**config.mk**
```make
export PLATFORM = sky130hd
export DESIGN_NAME = cimm_expander
export DESIGN_NICKNAME = d
export VERILOG_FILES = /design/src/rtl/cimm_pkg.sv /design/src/rtl/cimm_decode.sv /design/src/rtl/cimm_imm_gen.sv /design/src/rtl/cimm_out_reg.sv /design/src/rtl/cimm_expander.sv
export SDC_FILE = /design/constraint.sdc
export NUM_CORES = 1
export LEC_CHECK = 0
export BUFFER_PORTS_ARGS = -buffer_cell sky130_fd_sc_hd__buf_4
export CORE_ASPECT_RATIO = 0.6
export CORE_MARGIN = 2
export CORE_UTILIZATION = 53
export CTS_BUF_LIST = sky130_fd_sc_hd__clkbuf_4 sky130_fd_sc_hd__clkbuf_8
export DETAILED_ROUTE_END_ITERATION = 10
export PLACE_DENSITY = 0.88
export SYNTH_ARGS = -nofsm -noshare
export SYNTH_HDL_FRONTEND = slang
export SYNTH_SLANG_ARGS = --single-unit
```
**constraint.sdc**
```tcl
create_clock -name clk_i -period 3.5 [get_ports clk_i]
set_clock_uncertainty 0.05 [all_clocks]
set_input_delay 0.175 -clock clk_i [delete_from_list [all_inputs] [get_ports clk_i]]
set_output_delay 0.175 -clock clk_i [all_outputs]
set_load 0.1 [all_outputs]
```
**src/rtl/cimm_pkg.sv**
```systemverilog
package cimm_pkg;

  typedef enum logic [4:0] {
    OP_NONE   = 5'd0,
    OP_ADDI   = 5'd1,
    OP_ADDIS  = 5'd2,
    OP_CMPD   = 5'd3,
    OP_CMPW   = 5'd4,
    OP_LD_SP  = 5'd5,
    OP_LW_SP  = 5'd6,
    OP_STD_SP = 5'd7,
    OP_STW_SP = 5'd8,
    OP_LD     = 5'd9,
    OP_LW     = 5'd10,
    OP_STD    = 5'd11,
    OP_STW    = 5'd12,
    OP_LFS    = 5'd13,
    OP_LFD    = 5'd14,
    OP_STFS   = 5'd15,
    OP_STFD   = 5'd16
  } cimm_op_e;

  typedef enum logic [1:0] {
    SC_X1 = 2'd0,
    SC_X4 = 2'd1,
    SC_X8 = 2'd2
  } cimm_scale_e;

  typedef struct packed {
    cimm_op_e    op;
    logic [5:0]  raw;     // immediate bits, right aligned
    logic [2:0]  raw_w;   // significant bits in raw (4..6)
    cimm_scale_e scale;
    logic        sp_form; // stack-pointer base and bias
    logic [2:0]  rd;
    logic [2:0]  ra;
    logic        err;
    logic        rsv;
  } cimm_dec_t;

endpackage

```
**src/rtl/cimm_decode.sv**
```systemverilog
module cimm_decode
  import cimm_pkg::*;
(
  input  logic [15:0] instr_i,
  output cimm_dec_t   dec_o
);

  logic [2:0] maj, fa, fb;
  logic       mnr;

  assign maj = instr_i[10:8];
  assign mnr = instr_i[7];
  assign fa  = instr_i[6:4];
  assign fb  = instr_i[3:1];

  always_comb begin
    dec_o         = '0;
    dec_o.op      = OP_NONE;
    dec_o.raw_w   = 3'd4;
    dec_o.scale   = SC_X1;
    if (!instr_i[15] || !instr_i[0] || {maj, mnr} == 4'b0011) begin
      dec_o.err = 1'b1;
    end else begin
      unique case (maj)
        3'b000: dec_o.rsv = 1'b1;
        3'b001: begin
          if (instr_i[14:13] == 2'b11 && fa != 3'd0) begin
            dec_o.op    = OP_ADDIS;
            dec_o.raw   = {1'b0, instr_i[12:11], fb};
            dec_o.raw_w = 3'd5;
            dec_o.scale = SC_X8;
            dec_o.rd    = fa;
            dec_o.ra    = fa;
          end else begin
            dec_o.rsv = 1'b1;
          end
        end
        3'b010: begin
          if (mnr) begin
            dec_o.op    = instr_i[14] ? OP_CMPW : OP_CMPD;
            dec_o.raw   = {instr_i[13:11], fb};
            dec_o.raw_w = 3'd6;
            dec_o.ra    = fa;
          end else if (fa != 3'd0) begin
            dec_o.op    = OP_ADDI;
            dec_o.raw   = {2'b00, instr_i[11], fb};
            dec_o.rd    = fa;
            dec_o.ra    = fa;
          end else begin
            dec_o.rsv = 1'b1;
          end
        end
        3'b011: begin
          if (mnr) dec_o.op = instr_i[14] ? OP_STW_SP : OP_STD_SP;
          else     dec_o.op = instr_i[14] ? OP_LW_SP  : OP_LD_SP;
          dec_o.raw     = {instr_i[13:11], fb};
          dec_o.raw_w   = 3'd6;
          dec_o.scale   = instr_i[14] ? SC_X4 : SC_X8;
          dec_o.sp_form = 1'b1;
          dec_o.rd      = fa;
        end
        default: begin
          unique case ({maj[1:0], mnr})
            3'b000:  begin dec_o.op = OP_STW;  dec_o.scale = SC_X4; end
            3'b001:  begin dec_o.op = OP_STD;  dec_o.scale = SC_X8; end
            3'b010:  begin dec_o.op = OP_LD;   dec_o.scale = SC_X8; end
            3'b011:  begin dec_o.op = OP_LW;   dec_o.scale = SC_X4; end
            3'b100:  begin dec_o.op = OP_STFS; dec_o.scale = SC_X4; end
            3'b101:  begin dec_o.op = OP_STFD; dec_o.scale = SC_X8; end
            3'b110:  begin dec_o.op = OP_LFS;  dec_o.scale = SC_X4; end
            default: begin dec_o.op = OP_LFD;  dec_o.scale = SC_X8; end
          endcase
          dec_o.raw = {2'b00, instr_i[14], fb};
          dec_o.rd  = fa;
          dec_o.ra  = instr_i[13:11];
        end
      endcase
    end
  end

endmodule

```
**src/rtl/cimm_imm_gen.sv**
```systemverilog
module cimm_imm_gen
  import cimm_pkg::*;
#(
  parameter int XLEN    = 64,
  parameter int SP_BIAS = 256
) (
  input  logic [5:0]      raw_i,
  input  logic [2:0]      raw_w_i,
  input  cimm_scale_e     scale_i,
  input  logic            sp_i,
  output logic [XLEN-1:0] imm_o
);

  localparam int RAW_W = 6;
  localparam logic [XLEN-1:0] BIAS = XLEN'(SP_BIAS);

  logic [2:0]            pad;
  logic [RAW_W-1:0]      top;
  logic signed [RAW_W-1:0] sx;
  logic [XLEN-1:0]       ext, scaled;

  // left-justify, then arithmetic shift back to extend from raw_w bits
  assign pad = 3'(RAW_W) - raw_w_i;
  assign top = raw_i << pad;
  assign sx  = $signed(top) >>> pad;
  assign ext = {{(XLEN-RAW_W){sx[RAW_W-1]}}, sx};

  always_comb begin
    unique case (scale_i)
      SC_X4:   scaled = ext << 2;
      SC_X8:   scaled = ext << 3;
      default: scaled = ext;
    endcase
  end

  assign imm_o = sp_i ? scaled - BIAS : scaled;

endmodule

```
**src/rtl/cimm_out_reg.sv**
```systemverilog
module cimm_out_reg #(
  parameter int W = 8
) (
  input  logic         clk_i,
  input  logic         rst_ni,
  input  logic         en_i,
  input  logic [W-1:0] d_i,
  output logic         vld_o,
  output logic [W-1:0] q_o
);

  always_ff @(posedge clk_i or negedge rst_ni) begin
    if (!rst_ni) begin
      vld_o <= 1'b0;
      q_o   <= '0;
    end else begin
      vld_o <= en_i;
      if (en_i) q_o <= d_i;
    end
  end

endmodule

```
**src/rtl/cimm_expander.sv**
```systemverilog
module cimm_expander
  import cimm_pkg::*;
#(
  parameter int XLEN    = 64,
  parameter int REG_W   = 5,
  parameter int SP_REG  = 1,
  parameter int SP_BIAS = 256
) (
  input  logic             clk_i,
  input  logic             rst_ni,
  input  logic             valid_i,
  input  logic [15:0]      instr_i,
  output logic             vld_o,
  output logic [4:0]       op_o,
  output logic [XLEN-1:0]  imm_o,
  output logic [REG_W-1:0] rd_o,
  output logic [REG_W-1:0] ra_o,
  output logic             err_o,
  output logic             rsv_o
);

  localparam int OP_W = $bits(cimm_op_e);
  localparam int PW   = OP_W + XLEN + 2 * REG_W + 2;

  cimm_dec_t        dec;
  logic [XLEN-1:0]  imm_d;
  logic [REG_W-1:0] ra_d;
  logic [PW-1:0]    pay_d, pay_q;

  cimm_decode u_dec (
    .instr_i (instr_i),
    .dec_o   (dec)
  );

  cimm_imm_gen #(
    .XLEN    (XLEN),
    .SP_BIAS (SP_BIAS)
  ) u_imm (
    .raw_i   (dec.raw),
    .raw_w_i (dec.raw_w),
    .scale_i (dec.scale),
    .sp_i    (dec.sp_form),
    .imm_o   (imm_d)
  );

  assign ra_d  = dec.sp_form ? REG_W'(SP_REG) : REG_W'(dec.ra);
  assign pay_d = {dec.op, imm_d, REG_W'(dec.rd), ra_d, dec.err, dec.rsv};

  cimm_out_reg #(
    .W (PW)
  ) u_oreg (
    .clk_i  (clk_i),
    .rst_ni (rst_ni),
    .en_i   (valid_i),
    .d_i    (pay_d),
    .vld_o  (vld_o),
    .q_o    (pay_q)
  );

  assign {op_o, imm_o, rd_o, ra_o, err_o, rsv_o} = pay_q;

endmodule

```
==> qor.yml, run 1 <==
finish:
  post-route-util_pct: 65.3
  drive_gt1_share_pct: 40.0
  fillers: 343
  multi_input_area_um2: 1140
  area_growth_syn_to_layout_pct: 18.3
  fin_nets: 327
  seqCellArea_um2: 601
  diodes: 0
logic_synthesis:
  synth-edff-count: 0
  syn-cell-area_um2: 2270
  ys.flop_type: "dfrtp_1"
  synth-xor-area-share_pct: 0.770
  synth_area_leaders: "dfrtp_1 (26%), buf_4 (19%), ha_1 (3.9%), nor2_1 (3.5%), o2bb2ai_1 (3.1%)"
  synthTopCellsByCount: "buf_4 (58), dfrtp_1 (24), nor2_1 (21)"
  synth-compound-area-share_pct: 27.2
  synth_seq_cells: 24
  yosysWarnings: 0
  synthAdderAreaFrac_pct: 3.85
  synthArstFlopShare_pct: 100
  yosysMostFrequentCell: "buf_4"
  synth_cell_types: 65
  yosysTopAreaCellShare_pct: 26.4
  muxShareOfSynthArea_pct: 1.60
  ys_seq_area_share_pct: 26.4
  synthSimpleGateAreaFrac_pct: 16.1
  synth_top_family_by_area: "compound AO/OA/AOI/OAI gates"
  syn_inst: 264
  yosysTopAreaCell: "dfrtp_1"
  synth.avg_cell_area_um2: 8.62
power:
  p_leak_uw: 0.00131
  ir_worst_vdd_mv: 0.365
  power.density_nw_per_um2: 566
  power.total_uw: 1520
route:
  wl_mm: 5.93
  vias: 2134
  routed_via_density: 5.93
  wl_per_cell_um: 16.5
  ant_nets: 0
  drt-initial-drc-count: 328
  drc: 0
  detail_route.first_pass.iterations: 6
timing:
  min_period_over_period_pct: 72.4
  relSlewSlack_pct: 61.3
  fin_tns_setup_ns: 0
  rsz0062_at_grt: "false"
  setup_viol: 0
  fin_crit_ns: 2.53
  worstMarginPinSlew_ns: 0.579
  hold_violations: 0
  fmax_ghz: 0.395
  slew_violations: 0
cts:
  clk_pin_slew_ns: 0.09
  cts.sinks: 24
  post_cts.repair.setup_buffers: 0
  clockRootBuffer: "clkbuf_8"
  cts_tree: "yes"
  cts_inserted_buffers: 3
  clkLatencyLatePin_ns: 0.27
  htree_levels: 1
  cts_buffer_depth: 2
worst_setup_path:
  crit_chain: "buf_4 -> o311a_2 -> nand4_2 -> inv_1 -> ha_1 -> inv_1 -> a31o_1 -> a21o_1 -> a21boi_2 -> inv_1 -> ha_1 -> mux2_2"
  cp.buffers_inverters: 4
  crit_top_cell: "inv_1"
  crit_required_ns: 3.61
  rr_worst_depth: 2
  rr_startpoint: "u_oreg.q_o[0]$_DFFE_PN0P_"
  cpMaxStageDelayCell: "o311a_2"
  worstSetupPathType: "in2reg"
  worst-path-max-fanout: 8
  crit_path_max_incr_delay_ns: 0.47
  r2r_slack_ns: 2.63
  crit_start: "instr_i[5]"
  timing.rr.end: "u_oreg.q_o[0]$_DFFE_PN0P_"
  crit_arrival_ns: 2.64
  cp.depth: 12
  crit_family: "compound AO/OA/AOI/OAI gates"
  cp-start-kind: "input port"
  crit_path_end_kind: "flop"
  endpoint: "u_oreg.q_o[20]$_DFFE_PN0P_"
global_routing:
  grt-ovfl-total: 0
  antenna_found_initial: 0
  grt_max_degree: 56
  grtUsageTotal_pct: 24.1
  grt_pass1_vias: 1701
  grt_pass1_wl_mm: 8.76
floorplan:
  io_pins: 101
  die_area_um2: 4850
  core_area_um2: 4120
  start_util_pct: 55.2
  die_h_um: 54.7
  fp.dieW_um: 88.6
  std_cell_rows: 18
hold_path:
  worstHoldStart: "valid_i"
  min_path_type: "in2reg"
placement:
  gp_congestion: 0.963
  hpwl_mm: 4.49
  portBuffers: 96
outcome:
  status: "complete, no violations"
job:
  maxCapViolCount: 0
per-layer routing:
layer  vias up  wire, um  track usage (%)
met5         -         0                0
met4         0        64             4.55
met3        12       749             5.73
met2       141      2510             34.5
met1      1021      2610             36.8
li1        960         -                -
worst min-delay path by stage:
stage,end,slack [ns],cells after the start
final,u_oreg.vld_o$_DFF_PN0_,0.12,1
after global routing,u_oreg.vld_o$_DFF_PN0_,0.10,1
after CTS,u_oreg.vld_o$_DFF_PN0_,0.10,1
after detailed placement,u_oreg.q_o[2]$_DFFE_PN0P_,0.04,1
after global placement,u_oreg.q_o[2]$_DFFE_PN0P_,0.04,1
after floorplan,u_oreg.q_o[0]$_DFFE_PN0P_,-0.17,0
worst reg2reg max path, cell delays in order, from the launching register on:
cell	delay [ns]
dfrtp_1	0.39
nor2b_1	0.13
a41o_1	0.20
what timing repair did:
item	CTS	global route
resized for setup	0	0
hold endpoints to repair	24	0
hold buffers	1	0
cells by family (layout without fill, tap and decap cells):
| logic type | count (synthesis) | after routing |
|---|---|---|
| buffers and inverters | 85 | 118 |
| AND/OR/NAND/NOR | 64 | 64 |
| flip-flops | 24 | 24 |
| adder cells (fa/ha/maj) | 7 | 7 |
| AO/OA/AOI/OAI | 78 | 78 |
| other | 1 | 4 |
| XOR/XNOR | 2 | 2 |
| multiplexers | 3 | 3 |
layout by cell type, fill, tap and decap left out, drive strengths merged, types with 5 or more instances in the layout:
| master | count |
|---|---|
| o22ai | 5 |
| buf | 98 |
| nor2 | 21 |
| nand2b | 5 |
| dfrtp | 24 |
| a31oi | 6 |
| inv | 15 |
| nand2 | 12 |
| a21oi | 12 |
| ha | 7 |
| o21ai | 12 |
| o2bb2ai | 8 |
state kept, by name, summed over array words and instances (netlist names):
| signal | count |
|---|---|
| u_oreg.vld_o | 1 |
| u_oreg.q_o | 23 |
power breakdown:
| group | total, uW | switching [uW] | internal, uW | leakage, uW |
|---|---|---|---|---|
| combinational | 967 | 801 | 166 | 0.000966 |
| sequential | 308 | 10.9 | 297 | 0.000313 |
| clock | 249 | 96.2 | 153 | 0.0000357 |
cell type report:
cell class | instances | area share [%]
well taps | 60 | 2.79
inverters | 15 | 2.09
clock inverters | 1 | 1.12
clock buffers | 3 | 1.53
flip-flops and latches | 24 | 22.3
repair buffers | 99 | 27.7
multi-input cells | 158 | 42.4
stage by stage:
| stage | instances | setup slack [ns] | area (um^2) | hold WS (ns) |
|---|---|---|---|---|
| 4_1_cts | 360 | 1.01 | 2690 | 0.103 |
| 5_1_grt | 360 | 0.811 | 2690 | 0.101 |
| 3_5_place_dp | 355 | 0.724 | 2610 | 0.0431 |
| 6_report | 360 | 0.968 | 2690 | 0.115 |
| 3_3_place_gp | 355 | 0.815 | 2610 | 0.0358 |
| 2_1_floorplan | 267 | 1.06 | 2290 | -0.171 |
No activity file was read; power rests on OpenSTA's default activity.
==> run 2, diff against run 1 <==
CORE_UTILIZATION = 45   (was 53)
PLACE_DENSITY = 0.8   (was 0.88)
clock period = 2.2 ns   (was 3.5 ns; I/O delays follow)
==> run 2 against run 1 <==
Net effect: register-to-register slack got worse by 1.7 ns; clock-buffer cell count did not move; power rose by 62%; wire length rose by 9.3%; first-iteration DRC count fell by 50%; utilization fell by 1.5 points; worst setup slack got worse by 0.82 ns; clock power rose by 61%; largest power group unchanged; worst hold slack got worse by 0.074 ns; non-clock buffer count rose by 33; sequential share of layout area fell by 2.3 points; critical path type unchanged; design area rose by 12%.
==> qor.yml, run 2 (synthesis results as in run 1) <==
worst_setup_path:
  crit_family: "compound AO/OA/AOI/OAI gates"
  crit_required_ns: 2.31
  cp.buffers_inverters: 3
  worst-path-max-fanout: 6
  crit_path_end_kind: "flop"
  crit_chain: "buf_4 -> o311a_4 -> nand4_4 -> inv_2 -> ha_4 -> buf_4 -> a41oi_1 -> o21ai_0 -> a21o_1 -> a221oi_1 -> nor2_1"
  cp-start-kind: "input port"
  crit_arrival_ns: 2.17
  cpMaxStageDelayCell: "o311a_4"
  worstSetupPathType: "in2reg"
  crit_top_cell: "buf_4"
  crit_path_max_incr_delay_ns: 0.41
route:
  wl_mm: 6.48
  drt-initial-drc-count: 163
  ant_nets: 0
  wl_per_cell_um: 16.4
  detail_route.first_pass.iterations: 5
  drc: 0
  vias: 2184
  routed_via_density: 5.52
outcome:
  status: "complete, no violations"
power:
  ir_worst_vdd_mv: 0.520
  p_leak_uw: 0.00148
  power.density_nw_per_um2: 822
  power.total_uw: 2470
finish:
  area_growth_syn_to_layout_pct: 32.1
  regMostFlops: "u_oreg.q_o"
  drive_gt1_share_pct: 48.3
  reg_top3: "u_oreg.q_o (23), u_oreg.vld_o (1)"
  mostFrequentLayoutCells: "buf_4 (131), dfrtp_1 (23), nor2_1 (20)"
  diodes: 0
  largest_reg_flops: 23
  fin_nets: 360
  mostFrequentLayoutCell: "buf_4"
floorplan:
  fp.dieW_um: 95.8
  die_h_um: 59.1
  io_pins: 101
  die_area_um2: 5660
  core_area_um2: 4710
  std_cell_rows: 19
  start_util_pct: 48.3
global_routing:
  grt_max_degree: 57
  grt_pass1_wl_mm: 9.97
  antenna_found_initial: 0
  grt_pass1_vias: 1936
  grtUsageTotal_pct: 23.2
  grt-ovfl-total: 0
cts:
  clockRootBuffer: "clkbuf_8"
  cts.sinks: 24
  cts_tree: "yes"
  clk_pin_slew_ns: 0.09
  htree_levels: 1
  post_cts.repair.setup_buffers: 0
  cts_buffer_depth: 2
  cts_inserted_buffers: 3
  clkLatencyLatePin_ns: 0.27
  cts_resized: 0
  holdBufCountCts: 1
placement:
  hpwl_mm: 5.08
  portBuffers: 96
  gp_congestion: 0.928
  dp_slack_ns: -0.0718
timing:
  fin_crit_ns: 2.05
  worstMarginPinSlew_ns: 0.797
  holdWs_ns: 0.0414
  fmax_ghz: 0.487
  relSlewSlack_pct: 46.9
  slew_violations: 0
  fin_ws_ns: 0.146
  rsz0062_at_grt: "false"
  hold_violations: 0
  min_period_over_period_pct: 93.3
  setup_viol: 0
hold_path:
  min_path_type: "in2reg"
job:
  maxCapViolCount: 0
run 2: cell types whose count changed in the layout (fill, tap and decap cells not counted), sizes merged:
| cell | change |
|---|---|
| buf | +33 |
run 2: metal layers:
| layer | vias up | wire length, um | GRT usage (%) |
|---|---|---|---|
| met4 | 0 | 17 | 3.88 |
| met2 | 118 | 2750 | 33.4 |
| li1 | 1026 | - | - |
| met5 | - | 0 | 0 |
| met3 | 2 | 670 | 5.09 |
| met1 | 1038 | 3050 | 35.9 |
run 2: stage by stage:
step	instance area [um^2]	setup TNS [ns]	util (%)	std cells
after detailed placement	2920	-0.187	62.1	391
after global routing	3010	0	63.8	396
after floorplan	2360	0	-	267
final	3010	0	63.8	396
after CTS	3010	0	63.8	396
after global placement	2920	-0.0741	62.1	391
run 2: where the power goes:
| group | leakage [uW] | total [uW] | internal, uW | switching [uW] |
|---|---|---|---|---|
| registers | 0.000312 | 514 | 472 | 42.1 |
| logic | 0.00113 | 1560 | 296 | 1260 |
| clock network | 0.0000357 | 401 | 244 | 157 |
| total | 0.00148 | 2470 | 1010 | 1460 |
run 2: path summary, 6_finish.rpt:
kind	slack, ns	depth (start not counted)	startpoint	end
min in group asynchronous	0.21	2	rst_ni	u_oreg.q_o[2]$_DFFE_PN0P_
worst min register to register	0.44	1	u_oreg.q_o[77]$_DFFE_PN0P_	u_oreg.q_o[77]$_DFFE_PN0P_
worst max register to register	0.91	2	u_oreg.q_o[66]$_DFFE_PN0P_	u_oreg.q_o[66]$_DFFE_PN0P_
max in group asynchronous	1.63	2	rst_ni	u_oreg.q_o[66]$_DFFE_PN0P_
worst max-delay path	0.15	11	instr_i[4]	u_oreg.q_o[19]$_DFFE_PN0P_
worst min-delay path	0.04	1	valid_i	u_oreg.vld_o$_DFF_PN0_
run 2: layout make-up:
cell class	instances	area, um^2
Multi-Input combinational cell	158	1200
Timing Repair Buffer	132	993
Fill cell	395	1700
Clock buffer	3	41.3
Tap cell	63	78.8
Clock inverter	1	30.0
Sequential cell	24	602
Inverter	15	58.8
==> run 3, diff against run 2 <==
==> constraint.sdc (replaced) <==
create_clock -name clk_i -period 2.2 [get_ports clk_i]
set_clock_uncertainty 0.05 [all_clocks]
set_input_delay 0 -clock clk_i [delete_from_list [all_inputs] [get_ports clk_i]]
set_output_delay 0 -clock clk_i [all_outputs]
set_load 0.1 [all_outputs]
==> run 3 against run 2 <==
Net effect: first-iteration DRC count up 67%; worst hold slack worse by 0.0058 ns; non-clock buffer count up 3; final cell count up 0.76%; utilization down 0.37 points; critical endpoint is now u_oreg.q_o[15]$_DFFE_PN0P_; highest routed layer unchanged.
==> qor.yml, run 3 (synthesis results as in run 1) <==
finish:
  reg_top3: "u_oreg.q_o (23), u_oreg.vld_o (1)"
  fillers: 399
  area_growth_syn_to_layout_pct: 31.4
  drive_gt1_share_pct: 46.7
  largest_reg_flops: 23
  regMostFlops: "u_oreg.q_o"
  final_area_um2: 2990
  diodes: 0
  mostFrequentLayoutCell: "buf_4"
  mostFrequentLayoutCells: "buf_4 (133), dfrtp_1 (23), nor2_1 (21)"
  final_cells: 399
  fin_nets: 363
cts:
  cts_tree: "yes"
  clk_pin_slew_ns: 0.09
  clkLatencyLatePin_ns: 0.28
  clockRootBuffer: "clkbuf_8"
  cts_inserted_buffers: 3
  cts.sinks: 24
  cts_resized: 0
  htree_levels: 1
  post_cts.repair.setup_buffers: 0
  cts_buffer_depth: 2
  holdBufCountCts: 2
route:
  vias: 2249
  wl_mm: 6.98
  wl_per_cell_um: 17.5
  ant_nets: 0
  detail_route.first_pass.iterations: 6
  drt-initial-drc-count: 272
  drc: 0
  routed_via_density: 5.64
timing:
  slew_violations: 0
  setup_viol: 0
  fin_tns_setup_ns: 0
  fmax_ghz: 0.469
  min_period_over_period_pct: 97.0
  hold_violations: 0
  relSlewSlack_pct: 47.7
  rsz0062_at_grt: "false"
  worstMarginPinSlew_ns: 0.785
  fin_crit_ns: 2.13
worst_setup_path:
  worstSetupPathType: "in2reg"
  worst-path-max-fanout: 5
  cp-start-kind: "input port"
  crit_required_ns: 2.32
  crit_path_end_kind: "flop"
  crit_arrival_ns: 2.25
global_routing:
  grt_pass1_vias: 1940
  grtUsageTotal_pct: 24.8
  grt_pass1_wl_mm: 10.5
  grt-ovfl-total: 0
  antenna_found_initial: 0
  grt_max_degree: 57
outcome:
  status: "complete, no violations"
floorplan:
  fp.dieW_um: 95.8
  die_area_um2: 5660
  die_h_um: 59.1
  std_cell_rows: 19
  start_util_pct: 48.3
  core_area_um2: 4710
  io_pins: 101
placement:
  post-place-cells: 393
  placed_area_um2: 2900
  portBuffers: 96
  gp_congestion: 0.996
  hpwl_mm: 5.28
job:
  maxCapViolCount: 0
power:
  power.density_nw_per_um2: 832
  p_leak_uw: 0.00148
  ir_worst_vdd_mv: 0.545
hold_path:
  min_path_type: "in2reg"
-- run 3: worst paths after layout --
check | slack [ns] | endpoint | cells past startpoint | from
min in group asynchronous | 0.10 | u_oreg.q_o[76]$_DFFE_PN0P_ | 2 | rst_ni
max reg2reg | 0.93 | u_oreg.q_o[66]$_DFFE_PN0P_ | 2 | u_oreg.q_o[66]$_DFFE_PN0P_
min reg2reg | 0.44 | u_oreg.q_o[1]$_DFFE_PN0P_ | 1 | u_oreg.q_o[1]$_DFFE_PN0P_
min | 0.04 | u_oreg.q_o[3]$_DFFE_PN0P_ | 3 | instr_i[12]
max in group asynchronous | 1.74 | u_oreg.q_o[66]$_DFFE_PN0P_ | 2 | rst_ni
max | 0.07 | u_oreg.q_o[15]$_DFFE_PN0P_ | 10 | instr_i[5]
-- run 3: routing by layer --
metal | track usage [%] | wire, um | vias up
met2 | 33.4 | 2820 | 162
met4 | 3.47 | 100 | 0
li1 | - | - | 1031
met1 | 39.2 | 3140 | 1038
met5 | 0 | 0 | -
met3 | 7.38 | 917 | 18
-- run 3: critical path, cell delays in order --
cell      delay (ns)
buf_4           0.12
o311a_4         0.41
nand4_4         0.10
inv_1           0.06
ha_1            0.34
buf_4           0.18
o211ai_1        0.37
inv_1           0.11
a221o_1         0.35
a22o_1          0.19
-- run 3: metrics by stage --
stage	util [%]	hold WS [ns]	total power [uW]	worst slack (ns)
after floorplan	-	-0.346	1880	0.00234
after global placement	61.5	-0.134	2070	-0.141
after detailed placement	61.5	-0.127	2080	-0.154
after CTS	63.5	0.0105	2490	0.124
after global routing	63.5	0.0347	2570	0.00923
final	63.5	0.0356	2490	0.0668
-- run 3: final cells by class --
cell class | instances | area (um^2) | share of cell area [%]
multi-input combinational | 158 | 1160 | 38.9
tap | 63 | 78.8 | 2.64
sequential | 24 | 602 | 20.1
clock inverter | 1 | 30.0 | 1.01
timing repair buffer | 135 | 1020 | 34.1
clock buffer | 3 | 41.3 | 1.38
inverter | 15 | 56.3 | 1.88
-- run 3: power by group --
part / internal [uW] / switching (uW) / leakage, uW / total, uW
registers: 472 / 43.7 / 0.000312 / 516
clock network: 244 / 165 / 0.0000357 / 408
logic: 297 / 1260 / 0.00114 / 1560
